**config.mk**
```make
export PLATFORM = sky130hd
export DESIGN_NAME = stat_counter_bank
export DESIGN_NICKNAME = d
export VERILOG_FILES = /design/src/rtl/stat_pkg.sv /design/src/rtl/stat_event_qual.sv /design/src/rtl/stat_sat_counter.sv /design/src/rtl/stat_read_port.sv /design/src/rtl/stat_counter_bank.sv
export SDC_FILE = /design/constraint.sdc
export NUM_CORES = 1
export LEC_CHECK = 0
export ABC_AREA = 0
export CAP_MARGIN = 20
export CELL_PAD_IN_SITES_DETAIL_PLACEMENT = 0
export CELL_PAD_IN_SITES_GLOBAL_PLACEMENT = 1
export CORE_ASPECT_RATIO = 0.8
export CORE_MARGIN = 8
export CORE_UTILIZATION = 50
export DETAILED_ROUTE_END_ITERATION = 10
export DONT_BUFFER_PORTS = 1
export PLACE_DENSITY = 0.82
export SLEW_MARGIN = 20
export SYNTH_ARGS = -nofsm -noshare
export SYNTH_HDL_FRONTEND = slang
export SYNTH_HIERARCHICAL = 1
export SYNTH_SLANG_ARGS = --single-unit
```
**constraint.sdc**
```tcl
create_clock -name clk -period 2.9 [get_ports clk]
set_input_delay 0.725 -clock clk [delete_from_list [all_inputs] [get_ports clk]]
set_output_delay 0.725 -clock clk [all_outputs]
set_load 0.01 [all_outputs]
```
**src/rtl/stat_pkg.sv**
```systemverilog
package stat_pkg;
   // fixed register indices
   localparam int IDX_FALSE_CARRIER = 0;
   localparam int IDX_LINK_DROP     = 1;
   localparam int IDX_JABBER        = 2;
   localparam int IDX_TX_OK         = 3;
   localparam int IDX_RX_OK         = 4;
   localparam int IDX_RX_BAD        = 5;
   localparam int IDX_RX_DROP       = 6;
   localparam int EV_N              = 7;

   typedef struct packed {
      logic tx_done;
      logic tx_ok;
      logic rx_done;
      logic rx_good;
      logic rx_nores;
   } frame_stat_t;
endpackage

```
**src/rtl/stat_event_qual.sv**
```systemverilog
module stat_event_qual
   import stat_pkg::*;
(
   input  logic              ev_false_carrier,
   input  logic              ev_link_drop,
   input  logic              ev_jabber,
   input  frame_stat_t       fs,
   input  logic              save_bad_en,
   output logic [EV_N-1:0]   ev
);
   always_comb begin
      ev = '0;
      ev[IDX_FALSE_CARRIER] = ev_false_carrier;
      ev[IDX_LINK_DROP]     = ev_link_drop;
      ev[IDX_JABBER]        = ev_jabber;
      ev[IDX_TX_OK]         = fs.tx_done & fs.tx_ok;
      ev[IDX_RX_OK]         = fs.rx_done & fs.rx_good & ~fs.rx_nores;
      ev[IDX_RX_BAD]        = fs.rx_done & ~fs.rx_good;
      // a bad frame kept by save-bad mode is not a resource drop
      ev[IDX_RX_DROP]       = fs.rx_done & fs.rx_nores & ~(save_bad_en & ~fs.rx_good);
   end
endmodule

```
**src/rtl/stat_sat_counter.sv**
```systemverilog
module stat_sat_counter #(
   parameter int CNT_W = 16
) (
   input  logic             clk,
   input  logic             rst_n,
   input  logic             inc,
   input  logic             clr,
   output logic [CNT_W-1:0] q
);
   localparam logic [CNT_W-1:0] MAXV = '1;
   localparam logic [CNT_W-1:0] ONE  = CNT_W'(1);

   logic at_max;
   assign at_max = (q == MAXV);

   always_ff @(posedge clk) begin
      if (!rst_n)              q <= '0;
      else if (clr)            q <= inc ? ONE : '0;
      else if (inc && !at_max) q <= q + ONE;
   end

   p_inc_r1: assert property (@(posedge clk) disable iff (!rst_n)
      (inc && !clr && q != MAXV) |=> (q == $past(q) + ONE));
   p_no_overflow_r2: assert property (@(posedge clk) disable iff (!rst_n)
      (q == MAXV && !clr) |=> (q == MAXV));
   p_read_clear_r3: assert property (@(posedge clk) disable iff (!rst_n)
      (clr && !inc) |=> (q == '0));
   p_keep_event_r7: assert property (@(posedge clk) disable iff (!rst_n)
      (clr && inc) |=> (q == ONE));
   p_idle_stable_r4: assert property (@(posedge clk) disable iff (!rst_n)
      (!clr && !inc) |=> $stable(q));
endmodule

```
**src/rtl/stat_read_port.sv**
```systemverilog
module stat_read_port #(
   parameter int NUM_CNT = 7,
   parameter int CNT_W   = 16,
   parameter int ADDR_W  = 4
) (
   input  logic                     clk,
   input  logic                     rst_n,
   input  logic                     rd_en,
   input  logic [ADDR_W-1:0]        rd_addr,
   input  logic [NUM_CNT*CNT_W-1:0] cnt_flat,
   output logic [NUM_CNT-1:0]       clr,
   output logic [CNT_W-1:0]         rd_data
);
   localparam logic [ADDR_W:0] LIMIT = (ADDR_W+1)'(NUM_CNT);

   logic             hit;
   logic [CNT_W-1:0] sel;

   assign hit = rd_en && ({1'b0, rd_addr} < LIMIT);

   always_comb begin
      sel = '0;
      clr = '0;
      for (int i = 0; i < NUM_CNT; i++) begin
         if ({1'b0, rd_addr} == (ADDR_W+1)'(i)) begin
            sel    = cnt_flat[i*CNT_W +: CNT_W];
            clr[i] = hit;
         end
      end
   end

   always_ff @(posedge clk) begin
      if (!rst_n)     rd_data <= '0;
      else if (rd_en) rd_data <= hit ? sel : '0;
   end

   p_unmapped_zero_r8: assert property (@(posedge clk) disable iff (!rst_n)
      (rd_en && !hit) |=> (rd_data == '0));
   p_unmapped_noclr_r8: assert property (@(posedge clk) disable iff (!rst_n)
      !hit |-> (clr == '0));
   p_hold_r3: assert property (@(posedge clk) disable iff (!rst_n)
      !rd_en |=> $stable(rd_data));
   p_one_clear_r3: assert property (@(posedge clk) disable iff (!rst_n)
      $onehot0(clr));
endmodule

```
**src/rtl/stat_counter_bank.sv**
```systemverilog
module stat_counter_bank
   import stat_pkg::*;
#(
   parameter int NUM_CNT = 7,
   parameter int CNT_W   = 16,
   parameter int ADDR_W  = 4
) (
   input  logic              clk,
   input  logic              rst_n,
   input  logic              ev_false_carrier,
   input  logic              ev_link_drop,
   input  logic              ev_jabber,
   input  logic              tx_done,
   input  logic              tx_ok,
   input  logic              rx_done,
   input  logic              rx_good,
   input  logic              rx_nores,
   input  logic              save_bad_en,
   input  logic              rd_en,
   input  logic [ADDR_W-1:0] rd_addr,
   output logic [CNT_W-1:0]  rd_data
);
   generate
      if (NUM_CNT < 1 || NUM_CNT > EV_N) begin : g_bad_num
         $error("NUM_CNT must be between 1 and %0d", EV_N);
      end
      if ((1 << ADDR_W) < NUM_CNT) begin : g_bad_addr
         $error("ADDR_W too small for NUM_CNT");
      end
      if (CNT_W < 2) begin : g_bad_w
         $error("CNT_W must be at least 2");
      end
   endgenerate

   frame_stat_t              fs;
   logic [EV_N-1:0]          ev;
   logic [NUM_CNT-1:0]       clr;
   logic [NUM_CNT*CNT_W-1:0] cnt_flat;

   assign fs = '{tx_done: tx_done, tx_ok: tx_ok, rx_done: rx_done,
                 rx_good: rx_good, rx_nores: rx_nores};

   stat_event_qual u_qual (
      .ev_false_carrier (ev_false_carrier),
      .ev_link_drop     (ev_link_drop),
      .ev_jabber        (ev_jabber),
      .fs               (fs),
      .save_bad_en      (save_bad_en),
      .ev               (ev)
   );

   genvar gi;
   generate
      for (gi = 0; gi < NUM_CNT; gi++) begin : g_cnt
         stat_sat_counter #(.CNT_W(CNT_W)) u_cnt (
            .clk   (clk),
            .rst_n (rst_n),
            .inc   (ev[gi]),
            .clr   (clr[gi]),
            .q     (cnt_flat[gi*CNT_W +: CNT_W])
         );
      end
   endgenerate

   stat_read_port #(.NUM_CNT(NUM_CNT), .CNT_W(CNT_W), .ADDR_W(ADDR_W)) u_rd (
      .clk      (clk),
      .rst_n    (rst_n),
      .rd_en    (rd_en),
      .rd_addr  (rd_addr),
      .cnt_flat (cnt_flat),
      .clr      (clr),
      .rd_data  (rd_data)
   );

   // frame counters stay put without a done pulse
   generate
      if (NUM_CNT > IDX_TX_OK) begin : g_a_tx
         p_tx_qual_r5: assert property (@(posedge clk) disable iff (!rst_n)
            (!tx_done && !clr[IDX_TX_OK]) |=> $stable(cnt_flat[IDX_TX_OK*CNT_W +: CNT_W]));
      end
      if (NUM_CNT > IDX_RX_DROP) begin : g_a_drop
         p_savebad_r6: assert property (@(posedge clk) disable iff (!rst_n)
            (save_bad_en && !rx_good && !clr[IDX_RX_DROP])
               |=> $stable(cnt_flat[IDX_RX_DROP*CNT_W +: CNT_W]));
      end
   endgenerate
endmodule

```
Word level (Yosys, flattened, before mapping):

Cells that the tools add are included.

* bitwise logic cells: 10
* add/subtract/negate cells: 7
* reductions and logical operators: 23
* multiplexer cells: 36
* $lt $le $gt $ge: 1
* equal/unequal tests: 13

Operators by type and width (number)
* $mux 16: 22
* $add 16x1->16 const B: 7
* $eq 16x16->1 const B: 7
* $mux 1: 14
* $reduce_bool 2->1: 7
* $eq 4x3->1 const B: 3
* $eq 4x2->1 const B: 2
* $logic_and 1x1->1: 8
* $and 1x1->1: 7
* $logic_not 1->1: 7
* $eq 4x1->1 const B: 1
* $logic_not 4->1: 1
* $lt 4x3->1 const B: 1
* $not 1->1: 3

* output and inout port bits: 16
* logic and storage cells: 98
* register bits after elaboration: 128

Depth between registers and ports, before layout:

Gate-level depths: netlist of run 1.

* word-level depth: 9
* mapped depth: 10

Modules after synthesis:

The synthesis of run 1 kept the hierarchy.

Modules (own cells, without submodules)
* stat_sat_counter: area an instance 950.9 µm², cells each 107, times used 7, seq. area each 320.3 µm²
* stat_read_port: area an instance 1760.4 µm², cells each 246, times used 1, seq. area each 320.3 µm²
* stat_event_qual: area an instance 57.6 µm², cells each 10, times used 1, seq. area each 0.0 µm²

Worst setup path before layout of run 1:

Ideal clock, no wire load.

* kind: input to register
* start: input port rd_en
* end: register g_cnt[2].u_cnt.q[10]
* arrival: 2387 ps
* cell stages on the path: 9
* slack: 385 ps
* library setup time: 129 ps
* path buffers: 3
* path through: clkbuf_1 > clkbuf_1 > nand2_1 > nor4_1 > nand2b_1 > clkbuf_1 > nor2_1 > nand4_1 > nand2_1

* cells in the longest elaborated chain, start to end: 3

Ends and longest elaborated chain
* start, declared: line stat_counter_bank.sv:19 `input logic rd_en,`
* $logic_and 1x1->1 (*): line stat_read_port.sv:19 `assign hit = rd_en && ({1'b0, rd_addr} < LIMIT);`
* $mux 1 (*): line stat_read_port.sv:25 `if ({1'b0, rd_addr} == (ADDR_W+1)'(i)) begin`
* via clr[2]: line stat_counter_bank.sv:37 `logic [NUM_CNT-1:0] clr;`
* $mux 16 or $reduce_bool 2->1 (tied branches)
* end signal, assigned: line stat_sat_counter.sv:18 `else if (clr) q <= inc ? ONE : '0;`
* end signal, assigned: line stat_sat_counter.sv:19 `else if (inc && !at_max) q <= q + ONE;`
* end, declared: line stat_sat_counter.sv:8 `output logic [CNT_W-1:0] q`

The timed path passes the listed nets; every way through them passes the cells marked *.
A chain may end at the register's enable or synchronous reset.

Final worst setup path of run 1:

* start: input port rd_addr[1]
* end: register g_cnt[0].u_cnt.q[13]

* cells in the longest elaborated chain, start to end: 4

Ends and longest elaborated chain
* start, declared: line stat_counter_bank.sv:20 `input logic [ADDR_W-1:0] rd_addr,`
* $lt 4x3->1: line stat_read_port.sv:19
* $logic_and 1x1->1: line stat_read_port.sv:19
* $mux 1 (*): line stat_read_port.sv:25
* via clr[0]: line stat_counter_bank.sv:37
* $mux 16 or $reduce_bool 2->1 (tied branches)
* end signal, assigned: line stat_sat_counter.sv:18
* end signal, assigned: line stat_sat_counter.sv:19
* end, declared: line stat_sat_counter.sv:8

Marked as above.

==> results.sh, run 1 <==
export IMPL_total_power_mw=4.25
export IMPL_rsz0062_at_grt="no"
export IMPL_final_common_cell="dfxtp_1"
export IMPL_drt_initial_drc_count=778
export IMPL_die_area_sq_mm=0.0214
export IMPL_startpoint_type="primary input"
export IMPL_setup_violations=0
export IMPL_htreeDepth=4
export IMPL_min_period_ps=2020
export IMPL_fmax_ghz=0.496
export IMPL_arrival_ps=2330
export IMPL_path_clk_slew_ps=60
export IMPL_synthCells=1005
export IMPL_relSlewSlack=0.544
export IMPL_die_y_um=132
export IMPL_gp_congestion=0.884
export IMPL_grt_pass1_wl_um=39600
export IMPL_core_sq_mm=0.0166
export IMPL_hold_viol_final=0
export IMPL_clock_latency_ps=420
export IMPL_yosys_warnings=6
export IMPL_clock_sinks=128
export IMPL_multi_input_area_sq_mm=0.00541
export IMPL_syn_avg_cell_area_sq_um=8.43
export IMPL_final_cell_mix="128 x dfxtp_1, 78 x nand2_1, 43 x a21oi_1"
export IMPL_ctsResizeCount=0
export IMPL_min_period_over_period=0.695
export IMPL_synth_cell_type_count=56
export IMPL_num_fill_cells=1538
export IMPL_peakVddDrop_mv=0.366
export IMPL_port_buffers=0
export IMPL_worstPathRequired_ps=3210
export IMPL_worst_pin_slew_ps=677
export IMPL_post_cts_buffers=0
export IMPL_synth_edf_count=0
export IMPL_diodes=0
export IMPL_regArea_sq_mm=0.00256
export IMPL_row_count=42
export IMPL_dpl_cell_area_sq_mm=0.00848
export IMPL_drv_cap=0
export IMPL_hpwl_um=17500
export IMPL_antenna_found_initial=0
export IMPL_post_drt_wl_per_cell_um=20.5
export IMPL_cp_max_fo=25
export IMPL_fp_dieW_um=162
export IMPL_status="complete, no violations"
export IMPL_maxSlewViolCount=0
export IMPL_p_per_area_mw_per_mm2=467
export IMPL_cts_buffers=17
export IMPL_grt_max_degree=44
export IMPL_ios=32
export IMPL_initial_core_util=0.512
export IMPL_cts_hold_buffers=0
export IMPL_worstSetupEndpointType="flop"
export IMPL_hp_class="primary input to flop"
export IMPL_syn2layout_area_growth_pct=7.29
export IMPL_ys_ff_latch=128
export IMPL_drc=0
export IMPL_synthFlopType="dfxtp_1"
export IMPL_syn_area_sq_mm=0.00847
export IMPL_critPathKind="primary input to flop"
export IMPL_via_per_inst=6.78
export IMPL_gr_total_overflow=0
export IMPL_vias=8093
export IMPL_fin_area_sq_mm=0.00909
export IMPL_drive_gt1_frac=0.122
export IMPL_grt_total_usage=0.225
export IMPL_num_nets_final=984
export IMPL_first_global_vias=7047
export IMPL_drt_total_wl_um=24500
export IMPL_first_pass_iters=6
export IMPL_clock_root_buffer="clkbuf_16"
export IMPL_postRouteAntennaNets=0
export IMPL_cts_tree="built"
export IMPL_p_leak_nw=3.31
export IMPL_async_reset_ff_frac=0
export IMPL_synthesis_nets=1028
export IMPL_yosysSeqAreaShare=0.302
export IMPL_fin_tns_setup_ps=0
export IMPL_clock_path_buffers=2
export IMPL_fin_skew_ps=5.32
==> sequential cells by signal (all words and copies together) (netlist names) <==
signal         cells
g_cnt.u_cnt/q    112
u_rd/rd_data      16
==> layout make-up <==
| cell class | count | share of cell area |
|---|---|---|
| inverters | 40 | 0.0165 |
| well taps | 220 | 0.0303 |
| flip-flops and latches | 128 | 0.282 |
| repair buffers | 11 | 0.00908 |
| multi-input cells | 763 | 0.595 |
| clock inverters | 13 | 0.0178 |
| clock buffers | 19 | 0.0498 |
==> layer usage <==
metal | track usage | up-vias | share of wire
li1 | - | 3877 | -
met1 | 0.341 | 3881 | 0.49
met2 | 0.308 | 312 | 0.41
met3 | 0.0480 | 23 | 0.080
met4 | 0.0601 | 0 | 0.014
met5 | 0 | - | 0
==> path summary, 6_finish.rpt <==
check,startpoint,end,slack [ps],cells past startpoint
hold / removal,rst_n,u_rd/rd_data[15],440,1
setup / recovery,rd_addr[1],g_cnt[0].u_cnt/q[13],880,5
setup reg to reg,g_cnt[0].u_cnt/q[0],g_cnt[0].u_cnt/q[3],960,5
hold reg to reg,g_cnt[3].u_cnt/q[1],g_cnt[3].u_cnt/q[1],500,2
==> kinds of logic (layout without fill, tap and decap cells) <==
family	Yosys count	after routing	share of synthesized area
fa+ha+maj	7	7	0.0103
buf+inv	114	83	0.0601
mux	23	23	0.0273
compound gates	338	338	0.298
simple gates	395	395	0.302
flops	128	128	0.302
==> Yosys cell counts, types with 17 or more instances <==
| library cell | number | share of area |
|---|---|---|
| o21ai_0 | 39 | 0.023 |
| dfxtp_1 | 128 | 0.30 |
| nor3_1 | 17 | 0.010 |
| nand2_1 | 78 | 0.035 |
| o31ai_1 | 28 | 0.025 |
| and3_1 | 21 | 0.016 |
| a21oi_1 | 43 | 0.025 |
| a31oi_1 | 37 | 0.027 |
| buf_2 | 32 | 0.019 |
| mux2i_1 | 22 | 0.026 |
| nand3_1 | 36 | 0.021 |
| nand4_1 | 30 | 0.022 |
| or4_1 | 28 | 0.025 |
| inv_1 | 39 | 0.017 |
| and4_1 | 21 | 0.022 |
| a21o_1 | 22 | 0.019 |
| nor2_1 | 41 | 0.018 |
| nor2b_1 | 17 | 0.013 |
| clkbuf_1 | 34 | 0.015 |
==> report_power, final <==
part	switching [mW]	internal, mW	leakage, nW	total (mW)
Combinational	0.140	0.0794	1.99	0.220
Sequential	0.0217	1.77	1.03	1.80
Clock	0.836	1.40	0.291	2.23
==> stage by stage <==
| step | setup WS (ps) | std cells | util | hold WS (ps) |
|---|---|---|---|---|
| 2_1_floorplan | 385 | 1005 | - | 459 |
| 3_3_place_gp | 555 | 1162 | 0.512 | 491 |
| 3_5_place_dp | 508 | 1162 | 0.512 | 494 |
| 4_1_cts | 956 | 1194 | 0.549 | 418 |
| 5_1_grt | 825 | 1194 | 0.549 | 421 |
| 6_report | 885 | 1194 | 0.549 | 435 |
==> worst max-delay path: stages <==
cell and delay (ps):
nand2b_1 170, nor4_1 530, nand2b_1 560, nor2_1 70
a41o_1 250
No activity file was read; power rests on OpenSTA's default activity.
==> run 2, diff against run 1 <==
==> constraint.sdc (replaced) <==
create_clock -name clk -period 1.9 [get_ports clk]
set_input_delay 0.475 -clock clk [delete_from_list [all_inputs] [get_ports clk]]
set_output_delay 0.475 -clock clk [all_outputs]
set_load 0.01 [all_outputs]
==> run 2 against run 1 <==
Against the previous run: core utilization rose by 2.5 points; non-clock buffer count rose by 45; combinational power rose by 72%; hold slack got worse by 230 ps; die area did not move; sequential share of layout area fell by 1.2 points; first-iteration DRC count rose by 33%; count of clock-buffer cells in the layout did not move; via count rose by 3.0%; critical endpoint is now g_cnt[1].u_cnt/q[11]; largest cell class unchanged.
==> results.sh, run 2 (same netlist as run 1, synthesis figures left out) <==
export IMPL_first_pass_iters=5
export IMPL_drive_gt1_frac=0.172
export IMPL_total_power_mw=6.65
export IMPL_postRouteAntennaNets=0
export IMPL_ios=32
export IMPL_gp_congestion=0.917
export IMPL_cts_buffers=17
export IMPL_final_common_cell="dfxtp_1"
export IMPL_rrSetupSlack_ps=100
export IMPL_die_y_um=132
export IMPL_reg_top3="g_cnt.u_cnt/q x112, u_rd/rd_data x16"
export IMPL_r2r_cells=5
export IMPL_min_from="rst_n"
export IMPL_post_place_ws_ps=48.6
export IMPL_min_period_over_period=0.948
export IMPL_drc=0
export IMPL_drv_cap=0
export IMPL_worst_pin_slew_ps=641
export IMPL_hold_end="u_rd/rd_data[2]"
export IMPL_clock_sinks=128
export IMPL_grt_pass1_wl_um=40600
export IMPL_fp_dieW_um=162
export IMPL_clock_latency_ps=430
export IMPL_core_sq_mm=0.0166
export IMPL_syn2layout_area_growth_pct=12.2
export IMPL_peakVddDrop_mv=0.515
export IMPL_worstPathRequired_ps=2270
export IMPL_port_buffers=0
export IMPL_grt_max_degree=44
export IMPL_r2r_end="g_cnt[1].u_cnt/q[11]"
export IMPL_cts_hold_buffers=0
export IMPL_fmax_ghz=0.555
export IMPL_clock_path_buffers=2
export IMPL_hpwl_um=18200
export IMPL_min_period_ps=1800
export IMPL_fin_tns_setup_ps=0
export IMPL_fin_cells=1239
export IMPL_htreeDepth=4
export IMPL_worstSetupEndpointType="flop"
export IMPL_top_register="g_cnt.u_cnt/q"
export IMPL_fin_skew_ps=7.73
export IMPL_startpoint_type="flop"
export IMPL_vias=8333
export IMPL_reg2reg_from="g_cnt[1].u_cnt/q[0]"
export IMPL_antenna_found_initial=0
export IMPL_dpl_cell_area_sq_mm=0.00884
export IMPL_drt_initial_drc_count=1035
export IMPL_die_area_sq_mm=0.0214
export IMPL_path_clk_slew_ps=60
export IMPL_place_inst=1204
export IMPL_grt_total_usage=0.232
export IMPL_drt_total_wl_um=25200
export IMPL_hold_depth=1
export IMPL_maxSlewViolCount=0
export IMPL_initial_core_util=0.512
export IMPL_setup_violations=0
export IMPL_via_per_inst=6.73
export IMPL_diodes=0
export IMPL_post_drt_wl_per_cell_um=20.3
export IMPL_gr_total_overflow=0
export IMPL_hold_viol_final=0
export IMPL_relSlewSlack=0.572
export IMPL_critPathKind="flop to flop"
export IMPL_clock_root_buffer="clkbuf_16"
export IMPL_status="complete, no violations"
export IMPL_p_leak_nw=3.55
export IMPL_first_global_vias=7225
export IMPL_row_count=42
export IMPL_rsz0062_at_grt="no"
export IMPL_num_nets_final=1029
export IMPL_arrival_ps=2170
export IMPL_worst_slack_ps=99.6
export IMPL_final_cell_mix="128 x dfxtp_1, 78 x nand2_1, 56 x buf_4"
export IMPL_p_per_area_mw_per_mm2=699
export IMPL_hp_class="primary input to flop"
export IMPL_cp_max_fo=8
export IMPL_largest_register_ffs=112
export IMPL_fin_area_sq_mm=0.00951
export IMPL_cts_tree="built"
-- run 2: worst max-delay path, cell delays in order, from the launching register on --
cell and delay [ps]:
dfxtp_1 400, ha_2 280, nand4_4 190, or3_1 510, a211oi_2 240, o21a_1 130
-- run 2: how the worst max path moves through the flow --
stage | startpoint | endpoint | slack, ps | depth (start not counted)
after floorplan | rd_addr[0] | g_cnt[2].u_cnt/q[10] | -10 | 9
after global placement | rd_addr[1] | u_rd/rd_data[1] | 60 | 4
after detailed placement | rd_addr[1] | u_rd/rd_data[5] | 50 | 4
after CTS | g_cnt[4].u_cnt/q[0] | g_cnt[4].u_cnt/q[2] | 50 | 5
after global routing | g_cnt[6].u_cnt/q[1] | g_cnt[6].u_cnt/q[11] | 9 | 5
final | g_cnt[1].u_cnt/q[0] | g_cnt[1].u_cnt/q[11] | 100 | 5
-- run 2: power by group --
part	internal [mW]	total, mW	switching (mW)
clock	2.23	3.54	1.30
combinational	0.154	0.378	0.224
sequential	2.71	2.74	0.0286
total	5.10	6.65	1.55
-- run 2: layout make-up --
cell class              instances  area, sq um
repair buffers                 56          420
inverters                      40          150
multi-input cells             763         5470
clock buffers                  19          443
clock inverters                13          185
flip-flops and latches        128         2560
fillers                      1516         7040
well taps                     220          275
-- run 2: timing repair --
item                                    in CTS  in global routing
buffers inserted                             0                  3
endpoints found under the setup margin       0                 19
resized for setup                            0                  6
-- run 2: through the flow --
stage           util  hold WS [ps]
2_1_floorplan      -           459
3_3_place_gp   0.534           478
3_5_place_dp   0.534           489
4_1_cts        0.572           179
5_1_grt        0.574           180
6_report       0.574           203
-- run 2: metal layers --
metal / track usage / up-vias / part of all wire
met4: 0.0729 / 0 / 0.019
met5: 0 / - / 0
li1: - / 3953 / -
met3: 0.0462 / 35 / 0.079
met2: 0.321 / 337 / 0.42
met1: 0.349 / 4008 / 0.48
